**config.mk**
```make
export PLATFORM = sky130hd
export DESIGN_NAME = dram_lane_parity
export DESIGN_NICKNAME = d
export VERILOG_FILES = /design/src/rtl/dram_lane_parity.sv
export SDC_FILE = /design/constraint.sdc
export NUM_CORES = 1
export LEC_CHECK = 0
export ABC_AREA = 0
export CORE_MARGIN = 2
export CORE_UTILIZATION = 32
export CTS_BUF_LIST = sky130_fd_sc_hd__clkbuf_4 sky130_fd_sc_hd__clkbuf_8
export DETAILED_ROUTE_END_ITERATION = 7
export GPL_TIMING_DRIVEN = 0
export PLACE_DENSITY = 0.88
export SLEW_MARGIN = 0
export SYNTH_ARGS = -nofsm -noshare
export SYNTH_HDL_FRONTEND = slang
export SYNTH_SLANG_ARGS = --single-unit
```
**constraint.sdc**
```tcl
create_clock -name clk -period 2.8 [get_ports clk]
set_input_delay 0.7 -clock clk [delete_from_list [all_inputs] [get_ports clk]]
set_output_delay 0.7 -clock clk [all_outputs]
set_load 0.1 [all_outputs]
```
**src/rtl/dram_lane_parity.sv**
```systemverilog
module dram_lane_parity #(
  parameter int DATA_W = 32,
  parameter int NBANK  = 8
) (
  input  logic                     clk,
  input  logic                     rst_n,
  input  logic                     cfg_odd,
  input  logic                     cfg_berr_en,
  input  logic [NBANK-1:0]         bank_par_en,
  input  logic                     wr_en,
  input  logic [DATA_W-1:0]        wr_data,
  output logic [DATA_W/8-1:0]      par_out,
  output logic                     par_oe,
  input  logic                     rd_sample,
  input  logic [DATA_W-1:0]        rd_data,
  input  logic [DATA_W/8-1:0]      rd_par,
  input  logic [$clog2(NBANK)-1:0] rd_bank,
  input  logic                     rd_internal,
  input  logic                     stat_clr,
  input  logic [NBANK-1:0]         stat_clr_mask,
  output logic                     perr,
  output logic                     berr,
  output logic [NBANK-1:0]         stat
);
  localparam int NLANE = DATA_W / 8;

  logic [NLANE-1:0] lane_bad;
  logic             bad, bank_hit;
  logic [NBANK-1:0] set_vec, clr_vec;

  for (genvar i = 0; i < NLANE; i++) begin : g_lane
    assign par_out[i]  = wr_en & ((^wr_data[8*i +: 8]) ^ cfg_odd);
    assign lane_bad[i] = ((^rd_data[8*i +: 8]) ^ rd_par[i]) != cfg_odd;
  end

  assign par_oe   = wr_en;
  assign bad      = rd_sample & (|lane_bad);
  assign bank_hit = bad & bank_par_en[rd_bank];
  assign set_vec  = bank_hit ? (NBANK'(1) << rd_bank) : '0;
  assign clr_vec  = stat_clr ? stat_clr_mask : '0;

  always_ff @(posedge clk) begin
    if (!rst_n) begin
      perr <= 1'b0;
      berr <= 1'b0;
      stat <= '0;
    end else begin
      perr <= bank_hit;
      berr <= bad & rd_internal & cfg_berr_en;
      stat <= (stat & ~clr_vec) | set_vec;
    end
  end
endmodule

```
* Word level (Yosys, flattened, before mapping) *
Cells that the tools add are included.
W data, S select, Z words.

operators by class
  bitwise logic cells = 19
  $lt $le $gt $ge = 1
  shift-type cells = 1
  equality and inequality tests = 4
  reduce and logical (&&, ||, !) cells = 9
  multiplexer cells = 4

operator list
  cell                   count
  $reduce_xor A8 Y1      8
  $mux W8                2
  $and A1 B1 Y1          8
  $and A8 B8 Y8          1
  $not A8 Y8             1
  $or A8 B8 Y8           1
  $shl A1 B3 Y8 const A  1
  $xor A1 B1 Y1          8
  $lt A3 B4 Y1 const B   1
  $ne A1 B1 Y1           4
  $reduce_or A4 Y1       1
  $bmux W1 S3            1
  $mux W1                1

word-level totals
  word-level logic and storage cells = 41
  bits in registers = 10
  input port bits = 95

* Longest topological paths before layout *
Gate-level depths: netlist (run 1).

  word-level depth = 8
  depth in mapped cells = 6
  mapped depth without buffers = 6

* Worst setup path after synthesis (run 1) *
Ideal clock, no wire load.

  kind = input-to-output
  from = input port wr_data[5]
  to = output port par_out[0]
  stages on the path = 5
  path slack = 0.059 ns
  arrival = 2.041 ns
  path through = xnor2_1 xnor2_1 xnor2_1 xnor2_1 and2_1

between the ends
  cells in the longest elaborated chain, start to end = 3

RTL lines
  what               RTL line  text
  from (decl)        11        input logic [DATA_W-1:0] wr_data,
  $reduce_xor A8 Y1  32        assign par_out[i] = wr_en & ((^wr_data[8*i +: 8]) ^ cfg_odd);
  $xor A1 B1 Y1      32
  $and A1 B1 Y1      32
  to (decl)          12        output logic [DATA_W/8-1:0] par_out,

Every way passes these cells.

* Worst setup path in the final report (run 1) *
  from = input port wr_data[9]
  to = output port par_out[1]

Same word-level chain as after synthesis.

==> results of run 1 <==
[metal layers]
metal | vias to the layer above | part of all wire | global-route usage
met3 | 4 | 0.096 | 0.03993
li1 | 648 | - | -
met2 | 72 | 0.55 | 0.3196
met5 | - | 0 | 0
met1 | 587 | 0.34 | 0.1418
met4 | 0 | 0.013 | 0.05990
[cells by family (layout without fill, tap and decap cells)]
family,after synthesis,in the layout,synth area share
AOI/OAI and AO/OA,9,9,0.07248
xor gates and xnor gates,60,60,0.4937
buffers and inverters,6,116,0.02625
DFF,10,10,0.1681
muxes,5,5,0.05357
and+or+nand+nor,36,36,0.1859
[state kept, by name, summed over array words and instances, names as in the netlist]
register and count:
berr 1, perr 1, stat 8
[area by class of cell]
class	count	area [um^2]
sequential	10	200.2
tap	48	60.06
fill	281	1129
multi-input combinational	110	992.2
timing repair buffer	106	1139
buffer	5	27.53
inverter	1	3.754
clock buffer	4	55.05
[cell usage in the layout, fill, tap and decap left out, drive strengths merged, types with 6 or more instances in the layout]
cell type / synthesis / routed
buf: 3 / 7
clkbuf: 2 / 6
clkdlybuf4s50: 0 / 85
dfxtp: 10 / 10
o31ai: 8 / 8
xnor2: 50 / 50
xor2: 6 / 6
dlymetal6s2s: 0 / 15
nand2: 11 / 11
nand3: 9 / 9
[metrics by stage]
step                      TNS, ps  worst slack [ps]  cells  power (W)
after floorplan                 0             59.23    126  0.0005510
after global placement      -4079            -929.7    280  0.0007484
after detailed placement    -4573            -969.6    280  0.0007575
after CTS                  -78.35            -33.68    284  0.0009829
after global routing            0             36.85    284   0.001033
final                           0             118.6    284  0.0009869
[where the power goes]
part,internal [W],leakage [nW],switching [W]
registers,0.000147,0.0810,0.00000177
logic,0.000342,0.927,0.000318
clock network,0.000123,0.0288,0.0000543
[worst reg2reg max path: stages (launching register included)]
cell and delay [ps]:
dfxtp_1 310, nand3_1 90, o31ai_1 80
[synth_stat cells]
library cell,n,area share
o31ai_1,7,0.044
xnor2_2,1,0.014
nor4b_4,1,0.020
buf_2,1,0.0042
dfxtp_1,10,0.17
o211ai_4,1,0.018
or4bb_2,1,0.011
xor2_1,6,0.044
buf_4,2,0.013
clkbuf_1,2,0.0063
o31ai_2,1,0.011
or4_2,1,0.0074
xnor3_1,4,0.076
nand3_1,9,0.038
nand2_1,11,0.035
mux4_2,1,0.019
nand4_1,1,0.0053
or4b_2,3,0.025
nand4b_1,1,0.0074
mux2_2,1,0.0095
nor3_1,2,0.0084
nor2_1,1,0.0031
or3_1,1,0.0053
inv_1,1,0.0031
mux2i_1,3,0.025
xnor2_1,49,0.36
and2_1,4,0.021
[worst paths after layout]
check | slack [ps] | startpoint | depth (start not counted) | to
worst min-delay path | 480 | stat[4]$_SDFF_PN0_ | 2 | stat[4]$_SDFF_PN0_
worst min register to register | 480 | stat[4]$_SDFF_PN0_ | 2 | stat[4]$_SDFF_PN0_
worst max-delay path | 120 | wr_data[9] | 6 | par_out[1]
worst max register to register | 2190 | stat[2]$_SDFF_PN0_ | 2 | stat[2]$_SDFF_PN0_
[timing repair]
action / 4_1_cts / 5_1_grt
resized for setup: 42 / 20
endpoints found under the setup margin: 5 / 4
pin swaps: 4 / 19
==> impl_metrics.ini, run 1 <==
[synth]
ys_types = 27
ys_ff_latch = 10
ys_warn_count = 0
yosysSeqAreaShare = 0.1681
avgSynthCellArea_um2 = 9.454
syn_nets = 221
netlist_area_um2 = 1191
synthCells = 126

[detailed_routing]
drc = 0
routed-via-count = 1311
ant_nets = 0
drt_first_pass_iters = 4
viasPerCell = 4.616
wirelength_um = 3519
wire_per_inst_um = 12.39
drt-initial-drc-count = 30

[flow_run]
cap_viol_max_count = 0

[placement]
gp_congestion = 0.7299
port_buffers = 106
dp_hpwl_um = 2942
placed_area_um2 = 2312

[sta]
finalHoldViolCount = 0
timing.slew.headroom = 0.3484
drv_slew = 0
tightestPinTransition_ps = 974.4
holdWs_ps = 475.7
min_period_over_period = 0.9577
setup_violations = 0
skew_ps = 0
max_freq_mhz = 372.9
fin_crit_ps = 2681
grt_setup_unrepaired = false

[setup_path]
cpMaxStageDelayCell = clkdlybuf4s50_1
crit_type = input port to output port
cp.required_ps = 2100
crit_buf_inv = 2
cp_common_cell = xnor2_1
endpoint_kind = output port
worstPathArrival_ps = 1980
crit_fanout = 1
worst_setup_path_start_kind = input port
cp_cell_sequence = clkdlybuf4s50_1 > xnor2_1 > xnor2_1 > xnor2_1 > and2_4 > buf_12
slowest_delay_ps = 430
path_delay_family = buffers and inverters

[clock_network]
post_cts_buffers = 0
clk_pin_slew_ps = 50
clock_latency_ps = 230
cts_htree_levels = 1
clkSinkCount = 10
cts_hold_buffers = 0
numCtsBuffers = 3
clock-root-buffer = clkbuf_8
cts_tree = yes
clock_path_buffers = 2

[die]
die_area_um2 = 4226
num_rows = 22
die_x_um = 65.01
fp.dieH_um = 65.01
core_area_um2 = 3606
io_pins = 110
floorplan.initialDensity = 0.3303

[grt]
first_global_vias = 1314
grt.total_usage = 0.1555
gr-total-overflow = 0
grt_first_pass_wirelength_um = 5237
grt_antenna_before_repair = 0
grt_max_degree = 11

[finish]
drive_above_1_share = 0.1271
antenna_cells = 0
syn2layout_area_growth_pct = 108.0
fin_util = 0.6870
nNetsFinal = 332
final_cell_area_um2 = 2477

[min_path]
hp-class = flip-flop to flip-flop

[power]
peakVddDrop_mv = 0.2926
p_leak_nw = 1.037
power.density_nw_per_um2 = 398.3

[status]
status = complete, no violations
(Power assumes the default switching activity.)
==> inputs of run 2 (changes only) <==
--- a/config.mk
+++ b/config.mk
@@ -6,12 +6,13 @@
 export NUM_CORES = 1
 export LEC_CHECK = 0
 export ABC_AREA = 0
-export CORE_MARGIN = 2
+export CAP_MARGIN = 10
+export CORE_MARGIN = 4
 export CORE_UTILIZATION = 32
 export CTS_BUF_LIST = sky130_fd_sc_hd__clkbuf_4 sky130_fd_sc_hd__clkbuf_8
 export DETAILED_ROUTE_END_ITERATION = 7
 export GPL_TIMING_DRIVEN = 0
-export PLACE_DENSITY = 0.88
+export PLACE_DENSITY = 0.84
 export SLEW_MARGIN = 0
 export SYNTH_ARGS = -nofsm -noshare
 export SYNTH_HDL_FRONTEND = slang
==> impl_metrics.ini, run 2 (synthesized netlist as in run 1, its figures left out) <==
[grt]
grt_antenna_before_repair = 0
grt.total_usage = 0.1388
gr-total-overflow = 0
grt_max_degree = 11
first_global_vias = 1326
grt_first_pass_wirelength_um = 5602

[setup_path]
ff2ff_path_depth = 2
worst_setup_path_start_kind = input port
rrSetupSlack_ps = 2160
crit_buf_inv = 2
cp.required_ps = 2100
crit_fanout = 1
path_delay_family = buffers and inverters
worstPathArrival_ps = 1990
endpoint_kind = output port
r2r-end = stat[1]$_SDFF_PN0_
cp_common_cell = xnor2_1
cp_cell_sequence = clkdlybuf4s50_1 > xnor2_1 > xnor2_1 > xnor2_1 > and2_1 > buf_12
slowest_delay_ps = 430
crit_type = input port to output port
cpMaxStageDelayCell = clkdlybuf4s50_1
timing.rr.start = stat[1]$_SDFF_PN0_

[detailed_routing]
drt-initial-drc-count = 78
routed-via-count = 1299
viasPerCell = 4.623
drc = 0
drt_first_pass_iters = 4
ant_nets = 0
wirelength_um = 3530
wire_per_inst_um = 12.56

[sta]
skew_ps = 0
max_freq_mhz = 372.2
finalHoldViolCount = 0
drv_slew = 0
fin_crit_ps = 2687
tightestPinTransition_ps = 982.9
grt_setup_unrepaired = false
holdWs_ps = 465.2
setup_violations = 0
min_period_over_period = 0.9595
timing.slew.headroom = 0.3427
fin_ws_ps = 113.3

[placement]
place_ws_ps = -960.8
dp_hpwl_um = 3080
gp_congestion = 0.7784
port_buffers = 106

[die]
num_rows = 21
die_x_um = 69.01
io_pins = 110
floorplan.initialDensity = 0.3434
core_area_um2 = 3468
fp.dieH_um = 69.01
die_area_um2 = 4762

[clock_network]
numCtsBuffers = 3
clk_pin_slew_ps = 50
clock_latency_ps = 220
clock-root-buffer = clkbuf_8
cts_htree_levels = 1
clkSinkCount = 10
cts_hold_buffers = 0
clock_path_buffers = 2
cts_tree = yes

[power]
p_leak_nw = 0.9543
p_comb_frac = 0.689
p_clk_frac = 0.152
peakVddDrop_mv = 0.2082
power.switching_w = 0.0003684
power.density_nw_per_um2 = 391.1
seqPwrFrac = 0.158
swShare = 0.3903
p_int_w = 0.0005755

[min_path]
min_path_cells = 2
worstHoldStart = stat[5]$_SDFF_PN0_
hp-class = flip-flop to flip-flop
min_to = stat[5]$_SDFF_PN0_

[finish]
largest_reg_flops = 8
reg_top3 = stat x8, berr x1, perr x1
n_fill_cell = 265
final_common_cell = clkdlybuf4s50_1
seqCellArea_um2 = 200.2
multi_input_area_um2 = 974.7
nNetsFinal = 332
antenna_cells = 0
most-common-layout-cells = clkdlybuf4s50_1, xnor2_1, nand2_1
syn2layout_area_growth_pct = 102.6
regMostFlops = stat
drive_above_1_share = 0.1106

[status]
status = complete, no violations

[flow_run]
cap_viol_max_count = 0
## run 2: changes by cell type in the layout (fill, tap and decap cells not counted)
cell	delta
and2_1	+1
and2_4	-1
clkbuf_8	-1
dlygate4sd2_1	+8
dlymetal6s2s_1	-8
xnor2_1	+2
xnor2_2	-2
## run 2: how the worst max path moves through the flow
stage           startpoint                 end  slack (ps)  cells after the start
2_1_floorplan   wr_data[5]          par_out[0]          60                      5
3_5_place_dp   wr_data[30]          par_out[3]        -960                      7
3_3_place_gp    wr_data[5]          par_out[0]        -930                      7
4_1_cts        wr_data[30]          par_out[3]         -30                      7
5_1_grt        rd_data[26]  stat[1]$_SDFF_PN0_           6                      7
6_report       wr_data[17]          par_out[2]         110                      6
## run 2: layout make-up
cell class	instances	area share
Multi-Input combinational cell	110	0.4038
Sequential cell	10	0.08294
Tap cell	46	0.02385
Clock buffer	3	0.01711
Timing Repair Buffer	106	0.4593
Inverter	1	0.001555
Buffer	5	0.01140
## run 2: power groups by stage
| stage | clock network, W | registers (W) | logic (W) |
|---|---|---|---|
| final | 0.000144 | 0.000149 | 0.000651 |
| after detailed placement | 0 | 0.000152 | 0.000607 |
| after global placement | 0 | 0.000152 | 0.000597 |
| after global routing | 0.000156 | 0.000149 | 0.000689 |
| after floorplan | 0 | 0.000185 | 0.000366 |
| after CTS | 0.000148 | 0.000149 | 0.000657 |
## run 2: tightest hold or removal path, stage by stage (launching register included)
cell and delay (ps):
dfxtp_1 300, nand3_1 60, o31ai_1 60
## run 2: routing by layer
metal  track usage  part of all wire  up-vias
li1              -                 -      650
met1        0.1371              0.36      571
met2        0.2765              0.52       74
met3       0.04215              0.11        4
met4       0.03254            0.0079        0
met5             0                 0        -
## run 2: per-stage QoR
stage	cell area [um^2]	setup TNS (ps)	instances	power, W	util
detailed placement	2310	-4943	278	0.0007589	0.6659
floorplan	1191	0	126	0.0005510	-
global placement	2310	-4115	278	0.0007490	0.6659
finish	2414	0	281	0.0009439	0.6959
CTS	2389	-33.48	281	0.0009549	0.6887
global route	2414	0	281	0.0009943	0.6959
## run 2: repair_timing
item | in CTS | in global routing
setup endpoints to repair | 5 | 2
gates cloned | 0 | 0
gates resized for setup | 51 | 8
buffers inserted | 0 | 0
pin swaps | 6 | 9
